<file path="src/rtl/tbp_pkg.sv">
// Shared types for the toggle-bit poller.
// Assumes: nothing beyond a SystemVerilog-2017 compiler.
package tbp_pkg;

    // Controller sequencing states: one read-pair phase, one confirming pair,
    // the recovery command and a one-cycle completion state.
    typedef enum logic [2:0] {
        ST_IDLE,
        ST_RD_A,
        ST_RD_B,
        ST_CF_A,
        ST_CF_B,
        ST_CMD,
        ST_FIN
    } tbp_state_e;

endpackage

</file>
<file path="src/rtl/tbp_toggle_track.sv">
// Holds the toggle bit of the first read of a pair and flags whether the
// second read's toggle bit differs; also exposes the time-limit bit of the
// byte currently on the read bus.
// Assumes: data_i is meaningful only in a cycle where the caller sees valid.
module tbp_toggle_track #(
    parameter int DATA_W      = 8,
    parameter int TOGGLE_BIT  = 6,
    parameter int TIMEOUT_BIT = 5
) (
    input  logic              clk,
    input  logic              rst_n,
    input  logic              capture_i,
    input  logic              valid_i,
    input  logic [DATA_W-1:0] data_i,
    output logic              toggled_o,
    output logic              timeout_o
);

    logic ref_q;

    // Remember the toggle bit from the first read of a pair.
    always_ff @(posedge clk) begin
        if (!rst_n) begin
            ref_q <= 1'b0;
        end else if (capture_i) begin
            ref_q <= data_i[TOGGLE_BIT];
        end
    end

    // Toggle detection is a plain XOR of stored and fresh bit.
    assign toggled_o = ref_q ^ data_i[TOGGLE_BIT];
    assign timeout_o = data_i[TIMEOUT_BIT];

    AST_STATUS_KNOWN: assert property (@(posedge clk) disable iff (!rst_n)
        valid_i |-> !$isunknown(data_i)) else $error("status byte unknown");

    AST_CAPTURE_ON_VALID: assert property (@(posedge clk) disable iff (!rst_n)
        capture_i |-> valid_i) else $error("capture without valid");

endmodule

</file>
<file path="src/rtl/tbp_poll_limit.sv">
// Counts read pairs that ended still toggling with the limit bit clear and
// flags the last pair the budget allows.
// Assumes: MAX_POLLS >= 1; clear_i and inc_i are never high together.
module tbp_poll_limit #(
    parameter int MAX_POLLS = 1000
) (
    input  logic clk,
    input  logic rst_n,
    input  logic clear_i,
    input  logic inc_i,
    output logic last_o
);

    localparam int CW = (MAX_POLLS > 1) ? $clog2(MAX_POLLS) : 1;
    localparam logic [CW-1:0] LAST = CW'(MAX_POLLS - 1);

    logic [CW-1:0] cnt_q;

    // Pair counter, cleared on each accepted start.
    always_ff @(posedge clk) begin
        if (!rst_n) begin
            cnt_q <= '0;
        end else if (clear_i) begin
            cnt_q <= '0;
        end else if (inc_i && (cnt_q != LAST)) begin
            cnt_q <= cnt_q + 1'b1;
        end
    end

    // Flag the final budgeted pair.
    assign last_o = (cnt_q == LAST);

    AST_NO_INC_AT_LAST: assert property (@(posedge clk) disable iff (!rst_n)
        inc_i |-> !last_o) else $error("pair budget overrun");

endmodule

</file>
<file path="src/rtl/tbp_fsm.sv">
// Sequencing for the poller: issues status reads in pairs, decides on each
// second read, runs the confirming pair after the limit bit, drives the
// reset-command write and produces the completion pulse and result.
// Assumes: rd_valid_i only answers a held rd_req_o; cmd_ack_i only answers
// a held cmd_req_o.
module tbp_fsm
    import tbp_pkg::*;
(
    input  logic clk,
    input  logic rst_n,
    input  logic start_i,
    input  logic rd_valid_i,
    input  logic cmd_ack_i,
    input  logic toggled_i,
    input  logic timeout_i,
    input  logic poll_last_i,
    output logic accept_o,
    output logic capture_o,
    output logic poll_inc_o,
    output logic busy_o,
    output logic rd_req_o,
    output logic cmd_req_o,
    output logic done_o,
    output logic pass_o
);

    tbp_state_e st_q, st_d;
    logic       pass_q, pass_d;

    // Next-state and result decision.
    always_comb begin
        st_d   = st_q;
        pass_d = pass_q;
        unique case (st_q)
            ST_IDLE: begin
                if (start_i) begin
                    st_d   = ST_RD_A;
                    pass_d = 1'b0;
                end
            end
            ST_RD_A: begin
                if (rd_valid_i) st_d = ST_RD_B;
            end
            ST_RD_B: begin
                if (rd_valid_i) begin
                    if (!toggled_i) begin
                        st_d   = ST_FIN;
                        pass_d = 1'b1;
                    end else if (timeout_i) begin
                        st_d = ST_CF_A;
                    end else if (poll_last_i) begin
                        st_d = ST_CMD;
                    end else begin
                        st_d = ST_RD_A;
                    end
                end
            end
            ST_CF_A: begin
                if (rd_valid_i) st_d = ST_CF_B;
            end
            ST_CF_B: begin
                if (rd_valid_i) begin
                    if (!toggled_i) begin
                        st_d   = ST_FIN;
                        pass_d = 1'b1;
                    end else begin
                        st_d = ST_CMD;
                    end
                end
            end
            ST_CMD: begin
                if (cmd_ack_i) st_d = ST_FIN;
            end
            ST_FIN:  st_d = ST_IDLE;
            default: st_d = ST_IDLE;
        endcase
    end

    // State and result registers.
    always_ff @(posedge clk) begin
        if (!rst_n) begin
            st_q   <= ST_IDLE;
            pass_q <= 1'b0;
        end else begin
            st_q   <= st_d;
            pass_q <= pass_d;
        end
    end

    // Control strobes to the datapath pieces.
    assign accept_o   = (st_q == ST_IDLE) && start_i;
    assign capture_o  = rd_valid_i && ((st_q == ST_RD_A) || (st_q == ST_CF_A));
    assign poll_inc_o = (st_q == ST_RD_B) && rd_valid_i && toggled_i
                        && !timeout_i && !poll_last_i;

    // Port-facing outputs decoded from state.
    assign rd_req_o  = (st_q == ST_RD_A) || (st_q == ST_RD_B)
                     || (st_q == ST_CF_A) || (st_q == ST_CF_B);
    assign cmd_req_o = (st_q == ST_CMD);
    assign done_o    = (st_q == ST_FIN);
    assign busy_o    = (st_q != ST_IDLE);
    assign pass_o    = pass_q;

    AST_START_BUSY: assert property (@(posedge clk) disable iff (!rst_n)
        (start_i && !busy_o) |=> (busy_o && rd_req_o)) else $error("start not taken");

    AST_DONE_PULSE: assert property (@(posedge clk) disable iff (!rst_n)
        done_o |=> !done_o) else $error("done longer than one cycle");

    AST_PASS_HELD: assert property (@(posedge clk) disable iff (!rst_n)
        (!busy_o && !start_i) |=> $stable(pass_o)) else $error("result changed while idle");

    AST_REQ_EXCLUSIVE: assert property (@(posedge clk) disable iff (!rst_n)
        !(rd_req_o && cmd_req_o)) else $error("read and command together");

    AST_RDREQ_HOLD: assert property (@(posedge clk) disable iff (!rst_n)
        (rd_req_o && !rd_valid_i) |=> rd_req_o) else $error("read request dropped");

    AST_CMD_HOLD: assert property (@(posedge clk) disable iff (!rst_n)
        (cmd_req_o && !cmd_ack_i) |=> cmd_req_o) else $error("command request dropped");

    AST_FAIL_RESULT: assert property (@(posedge clk) disable iff (!rst_n)
        (cmd_req_o && cmd_ack_i) |=> (done_o && !pass_o)) else $error("failure not reported");

endmodule

</file>
<file path="src/rtl/tbp_ctrl.sv">
// Top of the toggle-bit poller. Captures the status address at start, wires
// the sequencer to the toggle tracker and the pair budget, and presents the
// read port and the reset-command write port.
// Assumes: one outstanding read at a time; the command port accepts with a
// single-cycle acknowledge.
module tbp_ctrl #(
    parameter int              ADDR_W      = 24,
    parameter int              DATA_W      = 8,
    parameter int              TOGGLE_BIT  = 6,
    parameter int              TIMEOUT_BIT = 5,
    parameter int              MAX_POLLS   = 1000,
    parameter logic [DATA_W-1:0] RESET_CMD = DATA_W'('hF0)
) (
    input  logic              clk,
    input  logic              rst_n,
    input  logic              start_i,
    input  logic [ADDR_W-1:0] status_addr_i,
    output logic              busy_o,
    output logic              done_o,
    output logic              pass_o,
    output logic              rd_req_o,
    output logic [ADDR_W-1:0] rd_addr_o,
    input  logic [DATA_W-1:0] rd_data_i,
    input  logic              rd_valid_i,
    output logic              cmd_req_o,
    output logic [ADDR_W-1:0] cmd_addr_o,
    output logic [DATA_W-1:0] cmd_data_o,
    input  logic              cmd_ack_i
);

    logic              accept;
    logic              capture;
    logic              poll_inc;
    logic              toggled;
    logic              timeout;
    logic              poll_last;
    logic [ADDR_W-1:0] addr_q;

    // Latch the status address once per accepted start.
    always_ff @(posedge clk) begin
        if (!rst_n) begin
            addr_q <= '0;
        end else if (accept) begin
            addr_q <= status_addr_i;
        end
    end

    assign rd_addr_o  = addr_q;
    assign cmd_addr_o = addr_q;
    assign cmd_data_o = RESET_CMD;

    tbp_toggle_track #(
        .DATA_W      (DATA_W),
        .TOGGLE_BIT  (TOGGLE_BIT),
        .TIMEOUT_BIT (TIMEOUT_BIT)
    ) u_track (
        .clk       (clk),
        .rst_n     (rst_n),
        .capture_i (capture),
        .valid_i   (rd_valid_i),
        .data_i    (rd_data_i),
        .toggled_o (toggled),
        .timeout_o (timeout)
    );

    tbp_poll_limit #(
        .MAX_POLLS (MAX_POLLS)
    ) u_limit (
        .clk     (clk),
        .rst_n   (rst_n),
        .clear_i (accept),
        .inc_i   (poll_inc),
        .last_o  (poll_last)
    );

    tbp_fsm u_fsm (
        .clk         (clk),
        .rst_n       (rst_n),
        .start_i     (start_i),
        .rd_valid_i  (rd_valid_i),
        .cmd_ack_i   (cmd_ack_i),
        .toggled_i   (toggled),
        .timeout_i   (timeout),
        .poll_last_i (poll_last),
        .accept_o    (accept),
        .capture_o   (capture),
        .poll_inc_o  (poll_inc),
        .busy_o      (busy_o),
        .rd_req_o    (rd_req_o),
        .cmd_req_o   (cmd_req_o),
        .done_o      (done_o),
        .pass_o      (pass_o)
    );

    AST_ADDR_STABLE: assert property (@(posedge clk) disable iff (!rst_n)
        busy_o |=> $stable(rd_addr_o)) else $error("address moved while busy");

endmodule

</file>
<file path="config.mk">
export PLATFORM = sky130hd
export DESIGN_NAME = tbp_ctrl
export DESIGN_NICKNAME = d
export VERILOG_FILES = /design/src/rtl/tbp_pkg.sv /design/src/rtl/tbp_toggle_track.sv /design/src/rtl/tbp_poll_limit.sv /design/src/rtl/tbp_fsm.sv /design/src/rtl/tbp_ctrl.sv
export SDC_FILE = /design/constraint.sdc
export NUM_CORES = 1
export LEC_CHECK = 0
export ABC_CLOCK_PERIOD_IN_PS = 2100
export BUFFER_PORTS_ARGS = -buffer_cell sky130_fd_sc_hd__buf_2
export CAP_MARGIN = 0
export CORE_ASPECT_RATIO = 0.5
export CORE_UTILIZATION = 44
export CTS_BUF_LIST = sky130_fd_sc_hd__clkbuf_4
export CTS_CLUSTER_SIZE = 25
export DETAILED_ROUTE_END_ITERATION = 10
export GPL_TIMING_DRIVEN = 0
export HOLD_SLACK_MARGIN = 0.03
export PLACE_DENSITY = 0.78
export SYNTH_ARGS = -nofsm -noshare
export SYNTH_HDL_FRONTEND = slang
export SYNTH_HIERARCHICAL = 1
export SYNTH_SLANG_ARGS = --single-unit
</file>
<file path="constraint.sdc">
create_clock -name clk -period 2.1 [get_ports clk]
set_input_delay 0.105 -clock clk [delete_from_list [all_inputs] [get_ports clk]]
set_output_delay 0.105 -clock clk [all_outputs]
set_load 0.02 [all_outputs]
</file>
==> results.cfg <==
[pwr]
ir_drop_mv = 0.272
p_leak_uw = 0.00143
p_sw_uw = 656
sw_frac_of_total_pct = 31.9
p_comb_share_pct = 35.7
p_per_area_nw_per_um2 = 662
p_int_uw = 1400
power_frac_seq_pct = 40.9
p_clk_share_pct = 23.4

[sta]
setup_viol = 0
fmax_mhz = 495
maxSlewViolCount = 0
fin_hold_ws_ps = 37.1
worstMarginPinSlew_ps = 708
grt_setup_unrepaired = yes
relSlewSlack_pct = 52.7
skew_ps = 5.71
fin_crit_ps = 2020
hold_viol = 0
fin_crit_sh_pct = 96.1

[global_route]
grt_pass1_vias = 1801
grt_pass1_wl_mm = 7.78
grt_usage_pct = 18.9
overflow = 0
grt_max_degree = 17
antenna_found_initial = 0

[route]
dr.pass1.iters = 4
wl_per_cell_um = 12.1
vias = 1995
ant_nets = 0
drt-initial-drc-count = 103
drc = 0
viasPerCell = 4.82
drt_wl_total_mm = 4.99

[clock_tree]
htree_levels = 2
insertion_delay_ps = 340
cts.clk_slew.worst_paths_ps = 110
cts.sink_count = 39
numCtsBuffers = 5
cts_tree = done
clock_path_buffers = 2
cts_root_buf = clkbuf_4

[floorplanning]
coreArea_um2 = 4590
start_util_pct = 47.8
rows = 17
die-area_um2 = 5290
die_x_um = 102
die_h_um = 51.9
io_pins = 98

[yosys]
synth_edf_count = 0
synth_area_per_cell_um2 = 9.67
ys_seq_area_share_pct = 35.6
synthArstFlopShare_pct = 0
yosysWarnings = 6
synth_ff_type = dfxtp_1
syn-cell-area_um2 = 2190
ys_ff_latch = 39
synth.top_cell.area_share_pct = 35.6
synth_cells = 227
yosys.area.top_type = dfxtp_1
synthTopCellsByArea = dfxtp_1 36%, mux2i_1 13%, buf_4 12%
ys_types = 51

[finish]
syn_to_final_growth_pct = 41.6
final_cell_mix = 81 x buf_2, 41 x buf_4, 36 x dfxtp_1, 30 x nor2b_1, 28 x mux2i_1
final_common_cell = buf_2
layout.nets = 385
layout-drive-gt1-share_pct = 43.4
fin_util_pct = 67.6
n_antenna_cell = 0

[setup_path]
start_kind = flip-flop
rr_endpoint = u_limit/cnt_q[7]
cp-end-kind = flip-flop
r2r_slack_ps = 80
timing.rr.start = u_limit/cnt_q[0]
critPathRequiredTime_ps = 2370
critical_path_class = reg -> reg
arrival_ps = 2290
r2r_cells = 8
cp_max_fo = 6
crit_start = u_limit/cnt_q[0]
crit_end = u_limit/cnt_q[7]

[place]
portBuffers = 81
place.gp.congestion = 0.819
hpwl_mm = 3.35

[flow_run]
cap_violations = 0

[hold_path]
min_path_type = in -> reg

[outcome]
status = complete, no violations
## Yosys cell counts (2+ instances only)
master     n
inv_1      5
o21a_1     2
xor2_1     2
buf_4     36
nand2_1    6
nor2b_1   30
nand4_1    4
nand3b_1   3
dfxtp_1   39
mux2i_1   28
conb_1     2
nand3_1    4
a21oi_1    7
nand2b_1   3
o21ai_0    6
buf_6      4
or4_1      5
clkbuf_1   2
o31ai_1    3
buf_12     2
or3_1      3
and3_1     2
## cell families (layout without fill, tap and decap cells)
group                      after synthesis  after routing  synth area share [%]
other                                    2              8                 0.342
muxes                                   29             29                  13.8
and+or+nand+nor                         77             77                  23.0
AOI/OAI and AO/OA                       27             27                  8.15
buffers and inverters                   49            164                  17.4
adders and majority gates                1              1                 0.570
DFF                                     39             39                  35.6
xor gates and xnor gates                 3              3                  1.20
## cell type report
cell class              instances  area (µm²)
flip-flops and latches         39         790
well taps                      66        82.6
clock inverters                 3        38.8
fillers                       374        1490
plain buffers                  43         355
repair buffers                108         661
clock buffers                   5        37.5
inverters                       5        18.8
multi-input cells             145        1120
## state kept, by name (all words and copies together), names as in the netlist
signal,cells
cmd_addr_o,24
u_limit/cnt_q,10
u_fsm/st_q,3
u_fsm/pass_o,1
u_track/ref_q,1
## worst max-delay path: stages, from the launching register on
cell,delay (ps)
dfxtp_4,390
ha_4,190
nand4bb_4,100
nor3_4,60
nor4b_2,250
buf_4,170
nand4_1,140
or4_1,520
a21oi_1,130
## power by group through the flow
stage          Sequential (µW)  Clock (µW)  Combinational, µW
6_report                   842         481                734
5_1_grt                    851         530                793
4_1_cts                    842         499                730
3_5_place_dp               858           0                695
3_3_place_gp               853           0                683
2_1_floorplan              911           0                462
## worst min-delay path by stage
stage / start / endpoint / cells after the start
6_report: status_addr_i[1] / cmd_addr_o[1] / 3
2_1_floorplan: rst_n / u_fsm/st_q[2] / 1
5_1_grt: status_addr_i[2] / cmd_addr_o[2] / 3
3_5_place_dp: status_addr_i[3] / cmd_addr_o[3] / 3
4_1_cts: status_addr_i[1] / cmd_addr_o[1] / 3
3_3_place_gp: status_addr_i[17] / cmd_addr_o[17] / 3
## per-stage QoR
step | TNS [ps] | setup WS [ps] | instance area [µm²] | cells | power (µW)
detailed placement | -814 | -217 | 2710 | 380 | 1550
CTS | 0 | 48.9 | 3040 | 413 | 2070
floorplan | 0 | 65.6 | 2220 | 233 | 1370
global placement | -489 | -159 | 2710 | 380 | 1540
finish | 0 | 81.3 | 3110 | 414 | 2060
global route | -22.6 | -22.6 | 3110 | 414 | 2170
## what timing repair did
| action | in CTS | in global routing |
|---|---|---|
| pin swaps | 1 | 5 |
| setup endpoints to repair | 8 | 4 |
| setup buffers | 4 | 2 |
| gates resized for setup | 5 | 10 |
| hold buffers | 21 | 0 |
| endpoints found under the hold margin | 21 | 0 |
## metal layers
metal  wire (µm)  GRT usage, %  part of all wire [%]
met5           0             0                     0
met4          22          5.24                  0.44
met3         302          3.49                   6.0
met2        2600          37.5                    52
met1        2070          21.0                    41
Power figures use the tool's default switching activity.
